### config.mk
export PLATFORM = sky130hd
export DESIGN_NAME = membar_gate
export DESIGN_NICKNAME = d
export VERILOG_FILES = /design/src/rtl/membar_pkg.sv /design/src/rtl/membar_cnt.sv /design/src/rtl/membar_ctl.sv /design/src/rtl/membar_gate.sv
export SDC_FILE = /design/constraint.sdc
export NUM_CORES = 1
export LEC_CHECK = 0
export CAP_MARGIN = 20
export CORE_UTILIZATION = 44
export CTS_CLUSTER_SIZE = 8
export DETAILED_ROUTE_END_ITERATION = 10
export DONT_BUFFER_PORTS = 1
export GPL_TIMING_DRIVEN = 1
export MAX_ROUTING_LAYER = met4
export SYNTH_ARGS = -nofsm -noshare
export SYNTH_HDL_FRONTEND = slang
export SYNTH_SLANG_ARGS = --single-unit
### constraint.sdc
create_clock -name clk -period 3.9 [get_ports clk]
set_input_delay 0.39 -clock clk [delete_from_list [all_inputs] [get_ports clk]]
set_output_delay 0.39 -clock clk [all_outputs]
set_load 0.05 [all_outputs]
### src/rtl/membar_pkg.sv
`timescale 1ns/1ps
package membar_pkg;

    typedef enum logic [1:0] {
        CLS_ALU   = 2'b00,
        CLS_LOAD  = 2'b01,
        CLS_STORE = 2'b10,
        CLS_MAINT = 2'b11
    } cls_e;

    typedef enum logic [1:0] {
        BAR_NONE   = 2'b00,
        BAR_ORDER  = 2'b01,
        BAR_SYNC   = 2'b10,
        BAR_RESYNC = 2'b11
    } bar_e;

    typedef enum logic [1:0] {
        OPT_FULL   = 2'b00,
        OPT_LOADS  = 2'b01,
        OPT_STORES = 2'b10,
        OPT_RSVD   = 2'b11
    } opt_e;

    typedef enum logic [2:0] {
        ST_IDLE        = 3'd0,
        ST_ORDER_WAIT  = 3'd1,
        ST_SYNC_WAIT   = 3'd2,
        ST_RESYNC_WAIT = 3'd3,
        ST_FLUSH       = 3'd4
    } state_e;

    localparam int NUM_CTR = 4;
    localparam int CTR_LD  = 0;
    localparam int CTR_SE  = 1;
    localparam int CTR_SD  = 2;
    localparam int CTR_MT  = 3;

    // Counters a pending barrier waits on, one bit per counter index.
    function automatic logic [NUM_CTR-1:0] watch_mask(bar_e kind, opt_e opt);
        logic [NUM_CTR-1:0] m;
        m = '0;
        if (kind == BAR_RESYNC) begin
            m = '1;
        end else begin
            unique case (opt)
                OPT_LOADS:  m[CTR_LD] = 1'b1;
                OPT_STORES: begin
                    m[CTR_SE] = 1'b1;
                    m[CTR_SD] = 1'b1;
                end
                default: begin
                    m[CTR_LD] = 1'b1;
                    m[CTR_SE] = 1'b1;
                    m[CTR_SD] = 1'b1;
                    m[CTR_MT] = (kind == BAR_SYNC);
                end
            endcase
        end
        return m;
    endfunction

    // Whether a pending ordering barrier holds back an instruction class.
    function automatic logic order_holds(opt_e opt, cls_e cls);
        logic h;
        unique case (cls)
            CLS_LOAD:  h = (opt != OPT_STORES);
            CLS_STORE: h = 1'b1;
            CLS_MAINT: h = (opt == OPT_FULL) || (opt == OPT_RSVD);
            default:   h = 1'b0;
        endcase
        return h;
    endfunction

endpackage

### src/rtl/membar_cnt.sv
`timescale 1ns/1ps
module membar_cnt #(
    parameter int CNT_W = 4
) (
    input  logic clk,
    input  logic rst_n,
    input  logic inc,
    input  logic dec,
    output logic full,
    output logic zero
);

    localparam logic [CNT_W-1:0] CNT_MAX = {CNT_W{1'b1}};

    logic [CNT_W-1:0] cnt_q;

    assign full = (cnt_q == CNT_MAX);
    assign zero = (cnt_q == '0);

    always_ff @(posedge clk) begin
        if (!rst_n) begin
            cnt_q <= '0;
        end else begin
            cnt_q <= cnt_q + CNT_W'(inc) - CNT_W'(dec && !zero);
        end
    end


    no_overflow_chk: assert property (@(posedge clk) disable iff (!rst_n)
        inc |-> !full);


    idle_ack_ignored_chk: assert property (@(posedge clk) disable iff (!rst_n)
        (dec && zero && !inc) |=> zero);

endmodule

### src/rtl/membar_ctl.sv
`timescale 1ns/1ps
module membar_ctl
    import membar_pkg::*;
(
    input  logic               clk,
    input  logic               rst_n,
    input  logic               iss_valid,
    input  logic [1:0]         iss_cls,
    input  logic [1:0]         iss_bar,
    input  logic [1:0]         iss_opt,
    input  logic               iss_early,
    input  logic [NUM_CTR-1:0] ctr_full,
    input  logic [NUM_CTR-1:0] ctr_zero,
    output logic               iss_stall,
    output logic               mem_req,
    output logic               flush_req,
    output logic [NUM_CTR-1:0] ctr_inc
);

    state_e state_q, state_d;
    opt_e   opt_q, opt_d;
    cls_e   cls;
    bar_e   bar;
    opt_e   opt;
    bar_e   pend_kind;
    logic   is_bar;
    logic   drained;
    logic   blocked;
    logic   sat;
    logic   accept;

    assign cls    = cls_e'(iss_cls);
    assign bar    = bar_e'(iss_bar);
    assign opt    = opt_e'(iss_opt);
    assign is_bar = (bar != BAR_NONE);

    always_comb begin
        unique case (state_q)
            ST_ORDER_WAIT:  pend_kind = BAR_ORDER;
            ST_SYNC_WAIT:   pend_kind = BAR_SYNC;
            ST_RESYNC_WAIT: pend_kind = BAR_RESYNC;
            default:        pend_kind = BAR_NONE;
        endcase
    end

    assign drained = &(ctr_zero | ~watch_mask(pend_kind, opt_q));

    // State register
    always_ff @(posedge clk) begin
        if (!rst_n) begin
            state_q <= ST_IDLE;
            opt_q   <= OPT_FULL;
        end else begin
            state_q <= state_d;
            opt_q   <= opt_d;
        end
    end

    // Next state
    always_comb begin
        state_d = state_q;
        opt_d   = opt_q;
        unique case (state_q)
            ST_IDLE: begin
                if (accept && is_bar) begin
                    opt_d = opt;
                    unique case (bar)
                        BAR_ORDER:  state_d = ST_ORDER_WAIT;
                        BAR_SYNC:   state_d = ST_SYNC_WAIT;
                        BAR_RESYNC: state_d = ST_RESYNC_WAIT;
                        default:    state_d = ST_IDLE;
                    endcase
                end
            end
            ST_ORDER_WAIT, ST_SYNC_WAIT: begin
                if (drained) state_d = ST_IDLE;
            end
            ST_RESYNC_WAIT: begin
                if (drained) state_d = ST_FLUSH;
            end
            ST_FLUSH: state_d = ST_IDLE;
            default:  state_d = ST_IDLE;
        endcase
    end

    // Outputs
    always_comb begin
        unique case (state_q)
            ST_IDLE:       blocked = 1'b0;
            ST_ORDER_WAIT: blocked = is_bar || order_holds(opt_q, cls);
            default:       blocked = 1'b1;
        endcase

        unique case (cls)
            CLS_LOAD:  sat = ctr_full[CTR_LD];
            CLS_STORE: sat = iss_early ? ctr_full[CTR_SE] : ctr_full[CTR_SD];
            CLS_MAINT: sat = ctr_full[CTR_MT];
            default:   sat = 1'b0;
        endcase
        sat = sat && !is_bar;

        iss_stall = iss_valid && (blocked || sat);
        accept    = iss_valid && !iss_stall;
        mem_req   = accept && !is_bar && (cls != CLS_ALU);
        flush_req = (state_q == ST_FLUSH);

        ctr_inc = '0;
        if (accept && !is_bar) begin
            unique case (cls)
                CLS_LOAD:  ctr_inc[CTR_LD] = 1'b1;
                CLS_STORE: begin
                    if (iss_early) ctr_inc[CTR_SE] = 1'b1;
                    else           ctr_inc[CTR_SD] = 1'b1;
                end
                CLS_MAINT: ctr_inc[CTR_MT] = 1'b1;
                default:   ctr_inc = '0;
            endcase
        end
    end


    req_only_accepted_chk: assert property (@(posedge clk) disable iff (!rst_n)
        mem_req |-> (iss_valid && !iss_stall));


    sync_freezes_all_chk: assert property (@(posedge clk) disable iff (!rst_n)
        (state_q == ST_SYNC_WAIT && iss_valid) |-> iss_stall);


    flush_single_cycle_chk: assert property (@(posedge clk) disable iff (!rst_n)
        flush_req |=> !flush_req);


    flush_after_drain_chk: assert property (@(posedge clk) disable iff (!rst_n)
        $rose(flush_req) |-> $past(&ctr_zero));


    one_barrier_chk: assert property (@(posedge clk) disable iff (!rst_n)
        (state_q != ST_IDLE && iss_valid && is_bar) |-> iss_stall);

endmodule

### src/rtl/membar_gate.sv
`timescale 1ns/1ps
module membar_gate #(
    parameter int CNT_W = 4
) (
    input  logic       clk,
    input  logic       rst_n,
    input  logic       iss_valid,
    input  logic [1:0] iss_cls,
    input  logic [1:0] iss_bar,
    input  logic [1:0] iss_opt,
    input  logic       iss_early,
    output logic       iss_stall,
    output logic       mem_req,
    output logic       flush_req,
    input  logic       ld_done,
    input  logic       st_ack_early,
    input  logic       st_ack_end,
    input  logic       mnt_done
);

    import membar_pkg::*;

    logic [NUM_CTR-1:0] ctr_inc;
    logic [NUM_CTR-1:0] ctr_dec;
    logic [NUM_CTR-1:0] ctr_full;
    logic [NUM_CTR-1:0] ctr_zero;

    always_comb begin
        ctr_dec         = '0;
        ctr_dec[CTR_LD] = ld_done;
        ctr_dec[CTR_SE] = st_ack_early;
        ctr_dec[CTR_SD] = st_ack_end;
        ctr_dec[CTR_MT] = mnt_done;
    end

    for (genvar g = 0; g < NUM_CTR; g++) begin : g_ctr
        membar_cnt #(.CNT_W(CNT_W)) u_cnt (
            .clk  (clk),
            .rst_n(rst_n),
            .inc  (ctr_inc[g]),
            .dec  (ctr_dec[g]),
            .full (ctr_full[g]),
            .zero (ctr_zero[g])
        );
    end

    membar_ctl u_ctl (
        .clk      (clk),
        .rst_n    (rst_n),
        .iss_valid(iss_valid),
        .iss_cls  (iss_cls),
        .iss_bar  (iss_bar),
        .iss_opt  (iss_opt),
        .iss_early(iss_early),
        .ctr_full (ctr_full),
        .ctr_zero (ctr_zero),
        .iss_stall(iss_stall),
        .mem_req  (mem_req),
        .flush_req(flush_req),
        .ctr_inc  (ctr_inc)
    );

endmodule

==> results.yml <==
flow_run:
  maxCapViolCount: 0
routing:
  antenna_left: 0
  wl_per_cell_um: 12.6
  totalWireLength_um: 2710
  via_per_inst: 5.13
  dr_total_vias: 1104
  drc: 0
  first_pass_iters: 4
  drtIter0Drc: 36
clocking:
  cts.sinks: 21
  cts_max_level: 1
  root_buffer: "clkbuf_4"
  clockBufferDepth: 2
  path_clk_slew_ns: 0.12
  cts_resized: 0
  cts_tree: "yes"
  clock_latency_ns: 0.31
  postCtsHoldBufs: 0
  numCtsBuffers: 3
  cts_setup_buffers: 0
floorplanning:
  die_w_um: 61.1
  initial_utilization: 0.461
  core-area_um2: 3340
  ioPinCount: 17
  rows: 21
  die_area_um2: 3740
  die_y_um: 61.1
synthesis:
  yosys.area_share.adder: 0.231
  ys_types: 35
  ys_seq_elements: 21
  netlist_instances: 169
  synth_xor_area_frac: 0.0455
  avgSynthCellArea_um2: 9.11
  synth_compound_area_frac: 0.123
  synth_top_family_by_area: "adder cells"
  ys_seq_area_frac: 0.273
  synthMuxAreaShare: 0.0341
  synth_area_um2: 1540
  yosys_warnings: 0
  synthSimpleGateAreaFrac: 0.217
  syn_nets: 209
run_status:
  status: "completed"
sta:
  fin_skew_ns: 0.00302
  final-setup-viol-count: 0
  hold_viol: 0
  slew_headroom: 0.217
  fin_ws_ns: 0.837
  rsz0062_at_grt: "no"
  slew_violations: 0
  period_share: 0.785
  worst_pin_slew_ns: 1.17
  tns_ns: 0
  max_freq_mhz: 326
  finalCriticalPeriod_ns: 3.06
final_layout:
  layout-drive-gt1-share: 0.0533
  area_growth_pct: 3.98
  nFillCells: 331
  num-nets-final: 210
  multi_input_area_um2: 1000
  regArea_um2: 420
  final_area_um2: 1600
  antenna_cells: 0
  final_util: 0.480
placed_design:
  port_buffers: 0
  place_congestion: 0.775
  dp_hpwl_um: 2230
  placed_area_um2: 1570
  pre_cts_ws_ns: 0.846
grt:
  grt_max_degree: 24
  first_global_vias: 1010
  grt_util_all_layers: 0.159
  grt_pass1_wl_um: 4200
  grt-ovfl-total: 0
  antenna_found_initial: 0
pwr:
  p_leak_nw: 0.696
  p_per_area_nw_per_um2: 696
  power_w: 0.00111
  power.ir.vdd_worst_mv: 0.332
critical_path:
  worst_ep_arrival_time_ns: 3.28
  slowest_delay_ns: 0.41
  cp_common_cell: "ha_1"
  crit_type: "register to register"
  path_cells: "inv_1, ha_1, nand2b_1, o2bb2ai_2, a2111oi_4, and4b_1, nand2_1, ha_1, inv_1, ha_1, fa_1, xor2_1, and2_1"
  startpoint_type: "register"
  required_ns: 4.12
  cp-end-kind: "register"
  cp_slowest_cell: "a2111oi_4"
  cp_max_fo: 4
min_path:
  hold_path_class: "input pin to register"
-- cells in the mapped netlist (all sizes together) --
library cell	count	area share
nor2	4	0.0098
mux2	2	0.015
nand4	2	0.0081
a2111oi	1	0.018
o21ai	4	0.013
nand3b	2	0.0098
xnor2	2	0.011
o2bb2ai	1	0.0098
and3	1	0.0041
nor2b	9	0.037
nand3	5	0.016
nand2b	4	0.016
and2	15	0.061
xor2	6	0.034
nor4	2	0.0081
clkbuf	2	0.0049
nor3b	4	0.020
o2111ai	2	0.011
inv	25	0.061
o31ai	2	0.0098
nand2	6	0.015
o211ai	2	0.0098
nor3	1	0.0065
dfxtp	21	0.27
buf	2	0.011
a21o	4	0.020
a31oi	1	0.0041
o211a	1	0.0065
and4b	1	0.0065
a21oi	5	0.016
ha	22	0.18
fa	4	0.052
mux2i	3	0.020
a22oi	1	0.0049
-- worst paths after layout --
path	start	endpoint	slack [ns]	cells after the start
worst max-delay path	u_ctl.opt_q[0]	g_ctr[1].u_cnt.cnt_q[2]	0.84	13
worst min-delay path	rst_n	g_ctr[1].u_cnt.cnt_q[1]	0.20	1
worst min register to register	u_ctl.opt_q[0]	u_ctl.opt_q[0]	0.55	2
worst max register to register	u_ctl.opt_q[0]	g_ctr[1].u_cnt.cnt_q[2]	0.84	13
-- cells in the final DEF, fill, tap and decap left out --
master,n
and3_1,1
o31ai_1,2
nand2_1,6
nor2b_1,9
nor3b_1,4
nor2_1,4
o2111ai_1,2
mux2i_1,3
nand4_1,2
inv_1,25
dfxtp_1,21
nand3_1,5
clkbuf_4,3
a31oi_1,1
a22oi_1,1
ha_1,22
nor3_2,1
nor4_1,2
a21o_1,4
o21ai_0,4
nand3b_1,2
a21oi_1,5
nand2b_1,4
and2_1,15
a2111oi_4,1
xor2_1,6
o211a_1,1
xnor2_1,2
o2bb2ai_2,1
and4b_1,1
mux2_2,2
fa_1,4
o211ai_1,2
clkinv_2,1
-- registers in the layout, summed over array words and instances, names as in the netlist --
signal             count
u_ctl.state_q          3
u_ctl.opt_q            2
g_ctr.u_cnt.cnt_q     16
-- worst max-delay path, delay by kind of cell (launching register included) --
kind,cells,cell delay [ns]
simple gates,4,0.62
xor+xnor,1,0.16
buf+inv,2,0.09
fa+ha+maj,4,1.16
flops,1,0.37
compound gates,2,0.55
-- per-layer routing --
layer / GRT usage / routed length [um] / up-vias
met1: 0.181 / 1220 / 517
met3: 0.0315 / 98 / 4
li1: - / - / 569
met5: - / 0 / -
met2: 0.275 / 1360 / 14
met4: 0.0584 / 34 / 0
-- where the power goes --
group	internal, W	switching, W
Clock	0.0000383	0.0000675
Sequential	0.000299	0.0000676
Combinational	0.000327	0.000314
Total	0.000664	0.000449
-- cell families (layout without fill, tap and decap cells) --
logic type | Yosys count | count (layout)
adder cells (fa/ha/maj) | 26 | 26
XOR/XNOR | 8 | 8
AND/OR/NAND/NOR | 56 | 56
AO/OA/AOI/OAI | 24 | 24
multiplexers | 5 | 5
buffers and inverters | 29 | 29
flip-flops | 21 | 21
-- stage by stage --
stage | std cells | hold WS, ns
after floorplan | 169 | 0.509
after global placement | 211 | 0.514
after detailed placement | 211 | 0.516
after CTS | 215 | 0.182
after global routing | 215 | 0.160
final | 215 | 0.195
-- final cells by class --
type,instances,share of cell area
Clock inverter,1,0.00313
Multi-Input combinational cell,119,0.625
Clock buffer,3,0.0141
Tap cell,46,0.0360
Sequential cell,21,0.263
Inverter,25,0.0586
Power figures use the tool's default switching activity.
